==> config.mk <==
export PLATFORM = sky130hd
export DESIGN_NAME = scl_phase_acc
export DESIGN_NICKNAME = d
export VERILOG_FILES = /design/src/rtl/scl_phase_pkg.sv /design/src/rtl/scl_init_sel.sv /design/src/rtl/scl_pos_accum.sv /design/src/rtl/scl_phase_round.sv /design/src/rtl/scl_phase_acc.sv
export SDC_FILE = /design/constraint.sdc
export NUM_CORES = 1
export LEC_CHECK = 0
export BUFFER_PORTS_ARGS = -buffer_cell sky130_fd_sc_hd__clkbuf_2
export CAP_MARGIN = 20
export CORE_MARGIN = 2
export CORE_UTILIZATION = 49
export CTS_BUF_LIST = sky130_fd_sc_hd__clkbuf_16
export CTS_CLUSTER_SIZE = 40
export DETAILED_ROUTE_END_ITERATION = 7
export PLACE_DENSITY = 0.81
export SYNTH_ARGS = -nofsm -noshare
export SYNTH_HDL_FRONTEND = slang
export SYNTH_SLANG_ARGS = --single-unit
==> constraint.sdc <==
create_clock -name clk -period 3.31 [get_ports clk]
set_input_delay 0 -clock clk [delete_from_list [all_inputs] [get_ports clk]]
set_output_delay 0 -clock clk [all_outputs]
set_load 0.01 [all_outputs]
==> src/rtl/scl_phase_pkg.sv <==
package scl_phase_pkg;
    localparam int FRAC_W      = 24;
    localparam int RATIO_INT_W = 3;
    localparam int RATIO_W     = RATIO_INT_W + FRAC_W;
    localparam int DEAD_LSBS   = 5;
    localparam int PHASE_W     = 6;
    localparam int ROUND_BIT   = FRAC_W - PHASE_W - 1;

    // Clears the insignificant low bits of a fraction-aligned value.
    function automatic logic [FRAC_W-1:0] frac_clean(input logic [FRAC_W-1:0] v);
        return {v[FRAC_W-1:DEAD_LSBS], {DEAD_LSBS{1'b0}}};
    endfunction
endpackage

==> src/rtl/scl_init_sel.sv <==
module scl_init_sel
    import scl_phase_pkg::*;
#(
    parameter int INT_W = 13,
    localparam int POS_W = INT_W + FRAC_W
) (
    input  logic              field_sel,
    input  logic [INT_W-1:0]  int_top,
    input  logic [FRAC_W-1:0] frac_top,
    input  logic [INT_W-1:0]  int_bot,
    input  logic [FRAC_W-1:0] frac_bot,
    output logic [POS_W-1:0]  start_pos
);
    always_comb begin
        if (field_sel) start_pos = {int_bot, frac_clean(frac_bot)};
        else           start_pos = {int_top, frac_clean(frac_top)};
    end
endmodule

==> src/rtl/scl_pos_accum.sv <==
module scl_pos_accum
    import scl_phase_pkg::*;
#(
    parameter int INT_W = 13,
    localparam int POS_W = INT_W + FRAC_W
) (
    input  logic               clk,
    input  logic               rst_n,
    input  logic               line_start,
    input  logic               pix_step,
    input  logic [POS_W-1:0]   start_pos,
    input  logic [RATIO_W-1:0] ratio,
    output logic [POS_W-1:0]   pos,
    output logic               sat
);
    localparam logic [POS_W-1:0] SAT_POS = {{INT_W{1'b1}}, frac_clean({FRAC_W{1'b1}})};

    typedef struct packed {
        logic [POS_W-1:0] pos;
        logic             sat;
    } acc_t;

    acc_t st_d, st_q;
    logic [RATIO_W-1:0] ratio_eff;
    logic [POS_W:0]     sum_d;

    always_comb begin
        ratio_eff = {ratio[RATIO_W-1:FRAC_W], frac_clean(ratio[FRAC_W-1:0])};
        sum_d     = {1'b0, st_q.pos} + {{(POS_W + 1 - RATIO_W){1'b0}}, ratio_eff};
        st_d      = st_q;
        if (line_start) begin
            st_d.pos = start_pos;
            st_d.sat = 1'b0;
        end else if (pix_step) begin
            if (sum_d[POS_W]) begin
                st_d.pos = SAT_POS;
                st_d.sat = 1'b1;
            end else begin
                st_d.pos = sum_d[POS_W-1:0];
            end
        end
    end

    always_ff @(posedge clk) begin
        if (!rst_n) st_q <= '0;
        else        st_q <= st_d;
    end

    assign pos = st_q.pos;
    assign sat = st_q.sat;
endmodule

==> src/rtl/scl_phase_round.sv <==
module scl_phase_round
    import scl_phase_pkg::*;
#(
    parameter int INT_W = 13,
    localparam int POS_W = INT_W + FRAC_W
) (
    input  logic [POS_W-1:0]   pos,
    output logic [INT_W-1:0]   index,
    output logic [PHASE_W-1:0] phase
);
    logic [INT_W-1:0]   int_part;
    logic [PHASE_W-1:0] coarse;
    logic               rnd, carry, at_max;

    always_comb begin
        int_part = pos[POS_W-1:FRAC_W];
        coarse   = pos[FRAC_W-1:FRAC_W-PHASE_W];
        rnd      = pos[ROUND_BIT];
        carry    = &pos[FRAC_W-1:ROUND_BIT];
        at_max   = &int_part;
        if (carry && at_max) begin
            index = int_part;
            phase = {PHASE_W{1'b1}};
        end else begin
            index = int_part + {{(INT_W-1){1'b0}}, carry};
            phase = coarse + {{(PHASE_W-1){1'b0}}, rnd};
        end
    end
endmodule

==> src/rtl/scl_phase_acc.sv <==
module scl_phase_acc
    import scl_phase_pkg::*;
#(
    parameter int INT_W = 13
) (
    input  logic               clk,
    input  logic               rst_n,
    input  logic               line_start,
    input  logic               pix_step,
    input  logic               field_sel,
    input  logic [26:0]        ratio,
    input  logic [INT_W-1:0]   init_int_top,
    input  logic [23:0]        init_frac_top,
    input  logic [INT_W-1:0]   init_int_bot,
    input  logic [23:0]        init_frac_bot,
    output logic [INT_W-1:0]   src_index,
    output logic [5:0]         src_phase,
    output logic [23:0]        src_frac,
    output logic               sat_flag
);
    localparam int POS_W = INT_W + FRAC_W;

    logic [POS_W-1:0] start_pos;
    logic [POS_W-1:0] pos;

    scl_init_sel #(.INT_W(INT_W)) u_sel (
        .field_sel (field_sel),
        .int_top   (init_int_top),
        .frac_top  (init_frac_top),
        .int_bot   (init_int_bot),
        .frac_bot  (init_frac_bot),
        .start_pos (start_pos)
    );

    scl_pos_accum #(.INT_W(INT_W)) u_acc (
        .clk        (clk),
        .rst_n      (rst_n),
        .line_start (line_start),
        .pix_step   (pix_step),
        .start_pos  (start_pos),
        .ratio      (ratio),
        .pos        (pos),
        .sat        (sat_flag)
    );

    scl_phase_round #(.INT_W(INT_W)) u_rnd (
        .pos   (pos),
        .index (src_index),
        .phase (src_phase)
    );

    assign src_frac = pos[FRAC_W-1:0];
endmodule

==> results_tabular.tex <==
\begin{tabular}{lr}
\hline
Metric & Value \\
\hline
\multicolumn{2}{l}{\textbf{STA}} \\
Worst Max-Slew Pin Slew & 0.866 ns \\
Number of endpoints failing setup at the final stage & 0 \\
Final hold violations & 0 \\
Crit share post-route & 92.1\% \\
Skew final & 0.00307 ns \\
Summed negative setup slack over all endpoints & 0 ns \\
Setup repair after global routing missed its margin & no \\
Max-slew violation count & 0 \\
Fmax achieved & 328 MHz \\
Post-layout min period & 3.05 ns \\
Worst slew slack as a fraction of its limit & 42.3\% \\
\multicolumn{2}{l}{\textbf{Setup path}} \\
Required time reported for the critical path endpoint & 3.45 ns \\
Critical register-to-register path endpoint & u\_acc.pos[32] \\
Startpoint of the worst-slack reg-to-reg timing path & u\_acc.pos[5] \\
Stage delay of the slowest cell on the critical path & 0.43 ns \\
Maximum fanout along the worst path & 6 \\
Worst setup path class & reg2reg \\
Setup crit start kind & flip-flop \\
CP cell instances & ha\_1, fa\_1, a211oi\_1, o21ai\_2, o2111ai\_2, o41a\_4, o2111ai\_4, a21oi\_1, and2\_1, a311oi\_1 \\
Reg-to-reg setup timing slack & 0.26 ns \\
Slowest CP cell & sky130\_fd\_sc\_hd\_\_a21oi\_1 \\
Arrival time of data at the critical path endpoint & around 3.2 ns \\
Critical Path End Type & flip-flop \\
Worst Reg-to-Reg Cells & 10 \\
\multicolumn{2}{l}{\textbf{CTS}} \\
Clock-pin slew on the worst setup and hold paths & about 0.050 ns \\
Level count of the clock H-tree & 2 \\
Sinks on the clock net & 33 \\
Cell at the root of the clock tree & sky130\_fd\_sc\_hd\_\_clkbuf\_16 \\
Worst-Skew Late Latency & around 0.28 ns \\
Post-CTS setup buffer count & 0 \\
CTS Buf Count & 5 \\
Deepest clock path buffer count & 2 \\
TritonCTS clock tree & done \\
Quantity of hold-fixing buffers added after cts & 0 \\
\multicolumn{2}{l}{\textbf{Floorplanning}} \\
Number of top-level pins & 150 \\
Die Wd & 89.6 µm \\
Std-Cell Core Area & 7180 µm² \\
Die Height & 89.6 µm \\
Total Die Area & between 8000 and 9000 µm² \\
Initial Util & 50.0\% \\
Num rows & 31 \\
\multicolumn{2}{l}{\textbf{Placement}} \\
IO buf count & about 130 \\
Number of cells after detailed placement & 643 \\
Placed wire-length estimate & 7780 µm \\
Final RePlAce weighted congestion & 0.916 \\
\multicolumn{2}{l}{\textbf{Worst hold path}} \\
Hold EP & u\_acc.pos[20] \\
Hold path startpoint & init\_frac\_bot[20] \\
Number of cells on the worst hold path & 3 \\
Worst min-delay path class & in2reg \\
\multicolumn{2}{l}{\textbf{Routing}} \\
Total DRC errors in the routed layout & 0 \\
First DRT Iteration DRCs & 112 \\
First drt pass iteration count & 4 \\
Mean routed wirelength per cell & approximately 15 µm \\
Post-detailed-route count of antenna-violating nets & 0 \\
Final Routed Wirelength & 9930 µm \\
Average via count per standard cell & 5.78 \\
Vias after detailed routing & 3754 \\
\multicolumn{2}{l}{\textbf{Yosys}} \\
Share of Yosys cell area claimed by the top area cell type & 18.4\% \\
Most used flip-flop cell after synthesis & sky130\_fd\_sc\_hd\_\_dfxtp\_1 \\
Netlist area before placement & 3590 µm² \\
Synth cell types & 55 \\
Number of synthesized flops with an enable pin & 0 \\
Total of flip-flops plus latches after synthesis & 33 \\
Post-synthesis instance total & 455 \\
Share of synthesized cell area in full adder, half adder and majority cells & 9.62\% \\
Share of cell area taken by muxes after synthesis & 9.48\% \\
Synth Area per Inst & 7.89 µm² \\
Async SR Flop Fraction & 0\% \\
Proportion of synthesized chip area in sequential cells & 18.4\% \\
Synth area leader & sky130\_fd\_sc\_hd\_\_dfxtp\_1 \\
Synth Area in Compound Gates & 27.4\% \\
Leading cell types by total area after synthesis & sky130\_fd\_sc\_hd\_\_dfxtp\_1 18\%, sky130\_fd\_sc\_hd\_\_ha\_1 9.1\%, sky130\_fd\_sc\_hd\_\_mux2i\_1 7.0\% \\
Synth Area in XOR/XNOR & under 10\% \\
Combinational family with the most area after synthesis & compound AO/OA/AOI/OAI gates \\
Basic-gate share of the synthesized area counting and, or, nand and nor cells & between 10\% and 20\% \\
Warnings from Yosys & 0 \\
\multicolumn{2}{l}{\textbf{Cells and area}} \\
Final design utilization & 59.6\% \\
P\&R area growth vs syn & 19.2\% \\
Layout Nets & between 600 and 700 \\
N\_diodes & 0 \\
Highest-count cells in the layout ignoring fill and taps & 129 x sky130\_fd\_sc\_hd\_\_clkbuf\_2, 51 x sky130\_fd\_sc\_hd\_\_nand2\_1, 33 x sky130\_fd\_sc\_hd\_\_dfxtp\_1, 32 x sky130\_fd\_sc\_hd\_\_nor2\_1, 28 x sky130\_fd\_sc\_hd\_\_a21oi\_1 \\
Fraction of final layout cells with drive strength greater than 1 & $\sim$28\% \\
Most common cell after layout, fill and taps aside & sky130\_fd\_sc\_hd\_\_clkbuf\_2 \\
Non-filler instance count after layout & 650 \\
\multicolumn{2}{l}{\textbf{Global routing}} \\
Maximum number of pins on one net before global-route repair & 43 \\
Number of global-route vias before repair & 3429 \\
Wire length of the first global-routing pass & roughly 16000 µm \\
All-Layer GR Usage & 24.5\% \\
Final global-route overflow total & 0 \\
Number of antenna violations at the first check in global routing & 0 \\
\multicolumn{2}{l}{\textbf{Pwr}} \\
Leakage power & 0.00220 µW \\
Total power density per cell area & 358 nW/µm² \\
Worst IR Drop VDD & 0.177 mV \\
\multicolumn{2}{l}{\textbf{Flow run}} \\
Max-cap check violation count & 0 \\
\multicolumn{2}{l}{\textbf{Run status}} \\
Result of the run & finished, final reports clean \\
\hline
\end{tabular}
logic make-up (layout without fill, tap and decap cells):
kind of cell	after synthesis	count (layout)
and+or+nand+nor	138	138
AOI/OAI and AO/OA	131	131
buffers and inverters	59	151
xor gates and xnor gates	33	33
muxes	33	33
DFF	33	33
adders and majority gates	27	27
other	1	5
Yosys cell counts, types with 2 or more instances:
| cell type | instances |
|---|---|
| sky130_fd_sc_hd__nand2_1 | 51 |
| sky130_fd_sc_hd__dfxtp_1 | 33 |
| sky130_fd_sc_hd__nor2_1 | 32 |
| sky130_fd_sc_hd__a21oi_1 | 28 |
| sky130_fd_sc_hd__ha_1 | 26 |
| sky130_fd_sc_hd__mux2i_1 | 25 |
| sky130_fd_sc_hd__buf_4 | 24 |
| sky130_fd_sc_hd__clkbuf_1 | 20 |
| sky130_fd_sc_hd__xor2_1 | 17 |
| sky130_fd_sc_hd__xnor2_1 | 16 |
| sky130_fd_sc_hd__o21ai_0 | 15 |
| sky130_fd_sc_hd__a31oi_1 | 12 |
| sky130_fd_sc_hd__nand3_1 | 12 |
| sky130_fd_sc_hd__o211a_1 | 11 |
| sky130_fd_sc_hd__a21o_1 | 10 |
| sky130_fd_sc_hd__inv_1 | 9 |
| sky130_fd_sc_hd__mux2_2 | 8 |
| sky130_fd_sc_hd__and3_1 | 7 |
| sky130_fd_sc_hd__nor3_1 | 7 |
| sky130_fd_sc_hd__o311ai_0 | 7 |
| sky130_fd_sc_hd__a21boi_0 | 6 |
| sky130_fd_sc_hd__a311oi_1 | 6 |
| sky130_fd_sc_hd__and2_1 | 6 |
| sky130_fd_sc_hd__nand2b_1 | 6 |
| sky130_fd_sc_hd__nand4_1 | 6 |
| sky130_fd_sc_hd__buf_1 | 5 |
| sky130_fd_sc_hd__a211oi_1 | 4 |
| sky130_fd_sc_hd__a311o_1 | 4 |
| sky130_fd_sc_hd__a221oi_1 | 3 |
| sky130_fd_sc_hd__o211ai_1 | 3 |
| sky130_fd_sc_hd__o21bai_1 | 3 |
| sky130_fd_sc_hd__o221ai_1 | 3 |
| sky130_fd_sc_hd__o31a_1 | 3 |
| sky130_fd_sc_hd__a2111o_1 | 2 |
| sky130_fd_sc_hd__nor2b_1 | 2 |
| sky130_fd_sc_hd__nor3b_1 | 2 |
| sky130_fd_sc_hd__nor4_1 | 2 |
| sky130_fd_sc_hd__o311a_1 | 2 |
state kept, by name, indices dropped and copies added (netlist names):
register and flops:
u_acc.pos 32, u_acc.sat 1
worst max-delay path by stage:
| stage | start | end | slack, ns | cells after the start |
|---|---|---|---|---|
| after detailed placement | u_acc.pos[5] | u_acc.pos[10] | 0.28 | 10 |
| after global routing | u_acc.pos[5] | u_acc.pos[17] | 0.01 | 10 |
| after CTS | u_acc.pos[5] | u_acc.pos[10] | 0.25 | 10 |
| after floorplan | u_acc.pos[5] | u_acc.pos[31] | 0.62 | 10 |
| final | u_acc.pos[5] | u_acc.pos[32] | 0.26 | 10 |
| after global placement | u_acc.pos[5] | u_acc.pos[13] | 0.33 | 10 |
metrics by stage:
stage	area, µm²	hold slack, ns	total power (µW)	worst slack, ns
6_report	4280	0.0210	1530	0.260
5_1_grt	4280	0.0232	1630	0.0127
4_1_cts	4270	0.0148	1540	0.249
3_5_place_dp	4140	0.302	1100	0.276
3_3_place_gp	4140	0.284	1080	0.335
2_1_floorplan	3600	0.173	938	0.625
report_power, final:
part	internal, µW	switching [µW]	leakage (µW)	total, µW
Clock	269	168	0.0000685	437
Sequential	433	46.1	0.000274	480
Combinational	282	332	0.00186	614
metal layers:
layer	vias to the layer above	part of all wire [%]	track usage, %
li1	1848	-	-
met5	-	0	0
met1	1740	44	31.2
met4	0	1.2	5.29
met3	19	5.9	4.02
met2	147	49	43.5
area by class of cell:
class	count	area, µm²
well taps	99	124
clock buffers	5	125
clock inverters	2	7.51
repair buffers	135	691
fillers	647	2900
inverters	9	33.8
multi-input cells	367	2640
flip-flops and latches	33	661
timing repair:
item	in CTS	in global routing
setup endpoints to repair	0	1
resized for setup	0	1
hold endpoints to repair	0	0
worst max-delay path: cells and delay by family, from the launching register on:
family | cells | cell delay, ns
AOI/OAI and AO/OA | 7 | 1.73
adders and majority gates | 2 | 0.63
DFF | 1 | 0.32
and+or+nand+nor | 1 | 0.22
Note: power is estimated with default switching activity, not from simulation.
